### src/rtl/viol_capture_pkg.sv
// Shared types for the violation recorder: register indices and the
// layout of the second capture word.
package viol_capture_pkg;
    localparam int REG_AW  = 3;
    localparam int DATA_W  = 32;
    localparam int MID_W   = 16;

    typedef enum logic [REG_AW-1:0] {
        RG_STAT  = 3'd0,
        RG_EN    = 3'd1,
        RG_CLR   = 3'd2,
        RG_SET   = 3'd3,
        RG_INFO1 = 3'd4,
        RG_INFO2 = 3'd5
    } reg_idx_e;

    typedef struct packed {
        logic [DATA_W-MID_W-3:0] rsvd;
        logic                    lut_bit;
        logic                    nonsec;
        logic [MID_W-1:0]        master;
    } info2_t;
endpackage

### src/rtl/viol_reg_decode.sv
// Register port decoder. Turns the write strobe into one-cycle command
// pulses and muxes stored state onto the read data.
// Assumes: reads are combinational; unmapped indices read zero.
module viol_reg_decode
    import viol_capture_pkg::*;
#(
    parameter int ADDR_W = 32
) (
    input  logic              reg_we_i,
    input  logic [REG_AW-1:0] reg_idx_i,
    input  logic [DATA_W-1:0] reg_wdata_i,
    input  logic              stat_i,
    input  logic              en_i,
    input  logic [ADDR_W-1:0] info1_i,
    input  info2_t            info2_i,
    output logic              clr_cmd_o,
    output logic              set_cmd_o,
    output logic              en_we_o,
    output logic              en_wbit_o,
    output logic [DATA_W-1:0] rdata_o
);
    localparam int PAD_W = DATA_W - ADDR_W;

    logic [DATA_W-1:0] info1_ext;
    logic              unused_wdata;

    assign unused_wdata = ^reg_wdata_i[DATA_W-1:1];

    // Zero-extend the captured address to the data width.
    generate
        if (PAD_W > 0) begin : g_pad
            assign info1_ext = {{PAD_W{1'b0}}, info1_i};
        end else begin : g_nopad
            assign info1_ext = info1_i[DATA_W-1:0];
        end
    endgenerate

    // Write command pulses; only bit 0 of the data carries meaning.
    always_comb begin
        clr_cmd_o = reg_we_i && (reg_idx_i == RG_CLR) && reg_wdata_i[0];
        set_cmd_o = reg_we_i && (reg_idx_i == RG_SET) && reg_wdata_i[0];
        en_we_o   = reg_we_i && (reg_idx_i == RG_EN);
        en_wbit_o = reg_wdata_i[0];
    end

    // Read mux over the stored registers.
    always_comb begin
        rdata_o = '0;
        case (reg_idx_i)
            RG_STAT:  rdata_o[0] = stat_i;
            RG_EN:    rdata_o[0] = en_i;
            RG_INFO1: rdata_o    = info1_ext;
            RG_INFO2: rdata_o    = info2_i;
            default:  rdata_o    = '0;
        endcase
    end
endmodule

### src/rtl/viol_capture_core.sv
// Status bit and first-violation capture registers.
// Assumes: event is a one-cycle pulse; event wins over a clear command.
module viol_capture_core
    import viol_capture_pkg::*;
#(
    parameter int ADDR_W = 32
) (
    input  logic              clk,
    input  logic              rst_n,
    input  logic              ev_valid_i,
    input  logic [ADDR_W-1:0] ev_addr_i,
    input  logic [MID_W-1:0]  ev_master_i,
    input  logic              ev_secure_i,
    input  logic              ev_lut_bit_i,
    input  logic              clr_cmd_i,
    input  logic              set_cmd_i,
    output logic              stat_o,
    output logic [ADDR_W-1:0] info1_o,
    output info2_t            info2_o
);
    logic capture;

    assign capture = ev_valid_i && !stat_o;

    // Status: an event has top priority, then set, then clear.
    always_ff @(posedge clk) begin
        if (!rst_n) begin
            stat_o <= 1'b0;
        end else if (ev_valid_i || set_cmd_i) begin
            stat_o <= 1'b1;
        end else if (clr_cmd_i) begin
            stat_o <= 1'b0;
        end
    end

    // Capture registers load only on the first event after a clear.
    always_ff @(posedge clk) begin
        if (!rst_n) begin
            info1_o <= '0;
            info2_o <= '0;
        end else if (capture) begin
            info1_o         <= ev_addr_i;
            info2_o.rsvd    <= '0;
            info2_o.lut_bit <= ev_lut_bit_i;
            info2_o.nonsec  <= ~ev_secure_i;
            info2_o.master  <= ev_master_i;
        end
    end
endmodule

### src/rtl/viol_irq_ctrl.sv
// Interrupt enable register, interrupt level and bus-error response.
// Assumes: lockdown is a level from the control block that owns it.
module viol_irq_ctrl (
    input  logic clk,
    input  logic rst_n,
    input  logic en_we_i,
    input  logic en_wbit_i,
    input  logic lockdown_i,
    input  logic stat_i,
    input  logic ev_valid_i,
    input  logic err_resp_i,
    output logic en_o,
    output logic irq_o,
    output logic bus_err_o
);
    // Enable register: resets to 1, write-protected under lockdown.
    always_ff @(posedge clk) begin
        if (!rst_n) begin
            en_o <= 1'b1;
        end else if (en_we_i && !lockdown_i) begin
            en_o <= en_wbit_i;
        end
    end

    // Level interrupt and per-access error response.
    always_comb begin
        irq_o     = stat_i && en_o;
        bus_err_o = ev_valid_i && err_resp_i;
    end
endmodule

### src/rtl/viol_capture_irq.sv
// Top of the violation recorder: wires the register decoder, the
// capture core and the interrupt control together.
// Assumes: one register access at most per cycle.
module viol_capture_irq
    import viol_capture_pkg::*;
#(
    parameter int ADDR_W = 32
) (
    input  logic              clk,
    input  logic              rst_n,
    input  logic              ev_valid_i,
    input  logic [ADDR_W-1:0] ev_addr_i,
    input  logic [15:0]       ev_master_i,
    input  logic              ev_secure_i,
    input  logic              ev_lut_bit_i,
    input  logic              cfg_err_resp_i,
    input  logic              cfg_lockdown_i,
    output logic              ev_bus_err_o,
    input  logic              reg_we_i,
    input  logic [2:0]        reg_idx_i,
    input  logic [31:0]       reg_wdata_i,
    output logic [31:0]       reg_rdata_o,
    output logic              irq_o
);
    logic              stat_q;
    logic              en_q;
    logic [ADDR_W-1:0] info1_q;
    info2_t            info2_q;
    logic              clr_cmd;
    logic              set_cmd;
    logic              en_we;
    logic              en_wbit;

    viol_reg_decode #(.ADDR_W(ADDR_W)) u_dec (
        .reg_we_i   (reg_we_i),
        .reg_idx_i  (reg_idx_i),
        .reg_wdata_i(reg_wdata_i),
        .stat_i     (stat_q),
        .en_i       (en_q),
        .info1_i    (info1_q),
        .info2_i    (info2_q),
        .clr_cmd_o  (clr_cmd),
        .set_cmd_o  (set_cmd),
        .en_we_o    (en_we),
        .en_wbit_o  (en_wbit),
        .rdata_o    (reg_rdata_o)
    );

    viol_capture_core #(.ADDR_W(ADDR_W)) u_core (
        .clk         (clk),
        .rst_n       (rst_n),
        .ev_valid_i  (ev_valid_i),
        .ev_addr_i   (ev_addr_i),
        .ev_master_i (ev_master_i),
        .ev_secure_i (ev_secure_i),
        .ev_lut_bit_i(ev_lut_bit_i),
        .clr_cmd_i   (clr_cmd),
        .set_cmd_i   (set_cmd),
        .stat_o      (stat_q),
        .info1_o     (info1_q),
        .info2_o     (info2_q)
    );

    viol_irq_ctrl u_irq (
        .clk       (clk),
        .rst_n     (rst_n),
        .en_we_i   (en_we),
        .en_wbit_i (en_wbit),
        .lockdown_i(cfg_lockdown_i),
        .stat_i    (stat_q),
        .ev_valid_i(ev_valid_i),
        .err_resp_i(cfg_err_resp_i),
        .en_o      (en_q),
        .irq_o     (irq_o),
        .bus_err_o (ev_bus_err_o)
    );
endmodule

### config.mk
export PLATFORM = sky130hd
export DESIGN_NAME = viol_capture_irq
export DESIGN_NICKNAME = d
export VERILOG_FILES = /design/src/rtl/viol_capture_pkg.sv /design/src/rtl/viol_reg_decode.sv /design/src/rtl/viol_capture_core.sv /design/src/rtl/viol_irq_ctrl.sv /design/src/rtl/viol_capture_irq.sv
export SDC_FILE = /design/constraint.sdc
export NUM_CORES = 1
export LEC_CHECK = 0
export BUFFER_PORTS_ARGS = -buffer_cell sky130_fd_sc_hd__clkbuf_2
export CORE_ASPECT_RATIO = 0.7
export CORE_MARGIN = 3
export CORE_UTILIZATION = 48
export DETAILED_ROUTE_END_ITERATION = 8
export PLACE_DENSITY = 0.84
export REMOVE_ABC_BUFFERS = 1
export SYNTH_ARGS = -nofsm -noshare
export SYNTH_HDL_FRONTEND = slang
export SYNTH_SLANG_ARGS = --single-unit
### constraint.sdc
create_clock -name clk -period 3.1 [get_ports clk]
set_input_delay 0.31 -clock clk [delete_from_list [all_inputs] [get_ports clk]]
set_output_delay 0.31 -clock clk [all_outputs]
set_load 0.01 [all_outputs]
==> impl_metrics.tcl <==
set metrics [dict create \
    status "finished clean" \
    post_cts_resized 0 \
    layout.nets 442 \
    cp-start-kind "input pin" \
    yosysUniqueCellTypes 23 \
    post-place-ws_ns 1.25 \
    area_growth_syn_to_layout_pct 23.8 \
    drt_iter0_drc 99 \
    max_stage_delay_ns 0.70 \
    hold_violations 0 \
    clock_latency_ns 0.30 \
    post_cts_buffers 0 \
    finalHoldWorstSlack_ns 0.217 \
    synth_cells 269 \
    avgViaCountPerCell 5.07 \
    ctsHoldBuffers 0 \
    synth_seq_cells 52 \
    path_delay_family "simple AND/OR/NAND/NOR gates" \
    numCtsBuffers 5 \
    p_total_mw 1.30 \
    final.min_clock_period_ns 1.86 \
    register_area_sq_mm 0.00104 \
    setup_ws_ns 1.24 \
    crit_path_max_fanout 17 \
    drtPass1Iterations 4 \
    place.gp.congestion 0.752 \
    drc_errors 0 \
    setup_viol 0 \
    critPathArrivalTime_ns 1.55 \
    relSlewSlack 0.371 \
    power_density_mw_per_mm2 460 \
    hpwl_um 3480 \
    peakVddDrop_uv 273 \
    fill_cells 409 \
    rsz0062_at_grt "false" \
    fin_cells 406 \
    cpMostUsedCell "clkbuf_2" \
    drt_wl_total_um 5070 \
    ys_warn_count 0 \
    io_pins 125 \
    drt-wirelength-per-cell_um 12.5 \
    finalClockSkew_ns 0.00384 \
    cp_cell_sequence "clkbuf_2 -> and3b_1 -> a22o_1 -> clkbuf_2" \
    path_class "input pin to output port" \
    grt-ovfl-total 0 \
    core_sq_mm 0.00445 \
    rows 20 \
    port_buffers 93 \
    endpoint_kind "output port" \
    grt_usage 0.187 \
    clk_pin_slew_ns 0.09 \
    grt_max_degree 53 \
    fin_crit_sh 0.599 \
    cts_tree "yes" \
    clkSinkCount 52 \
    avgSynthCellArea_sq_um 8.48 \
    seq_area_frac_synth 0.456 \
    crit_buf_inv 2 \
    drv_slew 0 \
    cts.htree.levels 2 \
    clock.fmax_mhz 538 \
    diodes 0 \
    num_vias 2057 \
    dieArea_sq_mm 0.00563 \
    ctsRootBufferMaster "clkbuf_8" \
    die_h_um 63.7 \
    multiInputGateArea_sq_mm 0.00113 \
    first_global_vias 1938 \
    fin_tns_setup_ns 0 \
    cts_buffer_depth 2 \
    grt_pass1_wl_um 8400 \
    detail-route-antenna-nets 0 \
    worst_slew_pin_slew_ns 0.943 \
    hp-class "input pin to register" \
    drv_cap 0 \
    synth_area_sq_mm 0.00228 \
    leakage_nw 1.31 \
    die_w_um 88.4 \
    cpMaxStageDelayCell "and3b_1" \
    antenna_found_initial 0 \
    crit_required_ns 2.79 \
    start_util 0.512 \
    place_inst 399 \
    drive_above_1_share 0.305 \
]
[metal layers]
metal / global-route usage / wire [um] / up-vias
met5: 0 / 0 / -
met3: 0.0588 / 392 / 5
met2: 0.311 / 2230 / 73
met4: 0.0453 / 40 / 0
met1: 0.233 / 2410 / 929
li1: - / - / 1050
[layout make-up]
cell class,instances,area share
Clock buffer,7,0.0341
Inverter,1,0.00133
Multi-Input combinational cell,195,0.399
Sequential cell,52,0.368
Tap cell,55,0.0243
Timing Repair Buffer,96,0.173
[path summary, 6_finish.rpt]
| path | start | to | slack (ns) | cells after the start |
|---|---|---|---|---|
| min reg2reg | u_core.info1_o[21] | u_core.info1_o[21] | 0.45 | 2 |
| max | reg_idx_i[1] | reg_rdata_o[14] | 1.24 | 4 |
| max reg2reg | u_core.stat_o | u_core.info1_o[2] | 1.45 | 4 |
| min | ev_master_i[9] | u_core.info2_o[9] | 0.22 | 3 |
[logic make-up after synthesis]
| family | after synthesis | share of synthesized area |
|---|---|---|
| AND/OR/NAND/NOR | 124 | 0.236 |
| multiplexers | 1 | 0.00987 |
| AO/OA/AOI/OAI | 70 | 0.241 |
| flip-flops | 52 | 0.456 |
| buffers and inverters | 22 | 0.0565 |
[worst register-to-register path, stage by stage (launching register included)]
cell and delay [ns]:
dfxtp_1 0.36, nor2b_4 0.60, buf_4 0.37, nand2_1 0.11, a21boi_1 0.15
[report_power, final]
part           total, mW  leakage, nW  internal, mW  switching [mW]
Clock              0.402       0.0503         0.199           0.203
Sequential         0.726        0.427         0.706          0.0193
Combinational      0.174        0.833        0.0819          0.0918
[state kept, by name, indices dropped and copies added, names as in the netlist]
| name | count |
|---|---|
| u_core.info1_o | 32 |
| u_core.stat_o | 1 |
| u_core.info2_o | 18 |
| u_irq.en_o | 1 |
[cells in the final DEF, fill, tap and decap left out, types with 3 or more instances in the layout]
cell / netlist / final
a22o_1: 17 / 17
buf_4: 6 / 3
clkbuf_8: 0 / 7
dfxtp_1: 52 / 52
nand2_1: 100 / 100
a21boi_1: 48 / 48
clkbuf_2: 0 / 93
and2_1: 16 / 16
[cell usage after synthesis]
cell type,instances,area share
nand2_1,100,0.16
dfxtp_1,52,0.46
a21boi_1,48,0.16
a22o_1,17,0.065
and2_1,16,0.044
buf_2,7,0.015
buf_4,6,0.020
clkbuf_1,6,0.0099
buf_6,2,0.0099
nor2b_1,2,0.0055
a21boi_0,1,0.0033
and3b_1,1,0.0038
inv_1,1,0.0016
mux4_2,1,0.0099
nand2b_1,1,0.0027
nand4b_1,1,0.0038
nand4bb_1,1,0.0049
nor2_1,1,0.0016
nor3b_2,1,0.0055
o211a_1,1,0.0044
o21ai_0,1,0.0022
o311a_1,1,0.0044
o311ai_0,1,0.0038
[metrics by stage]
stage | utilization | area [sq um]
floorplan | - | 2160
global placement | 0.613 | 2730
finish | 0.635 | 2830
CTS | 0.635 | 2830
detailed placement | 0.613 | 2730
global route | 0.635 | 2830
No activity file was read; power rests on OpenSTA's default activity.
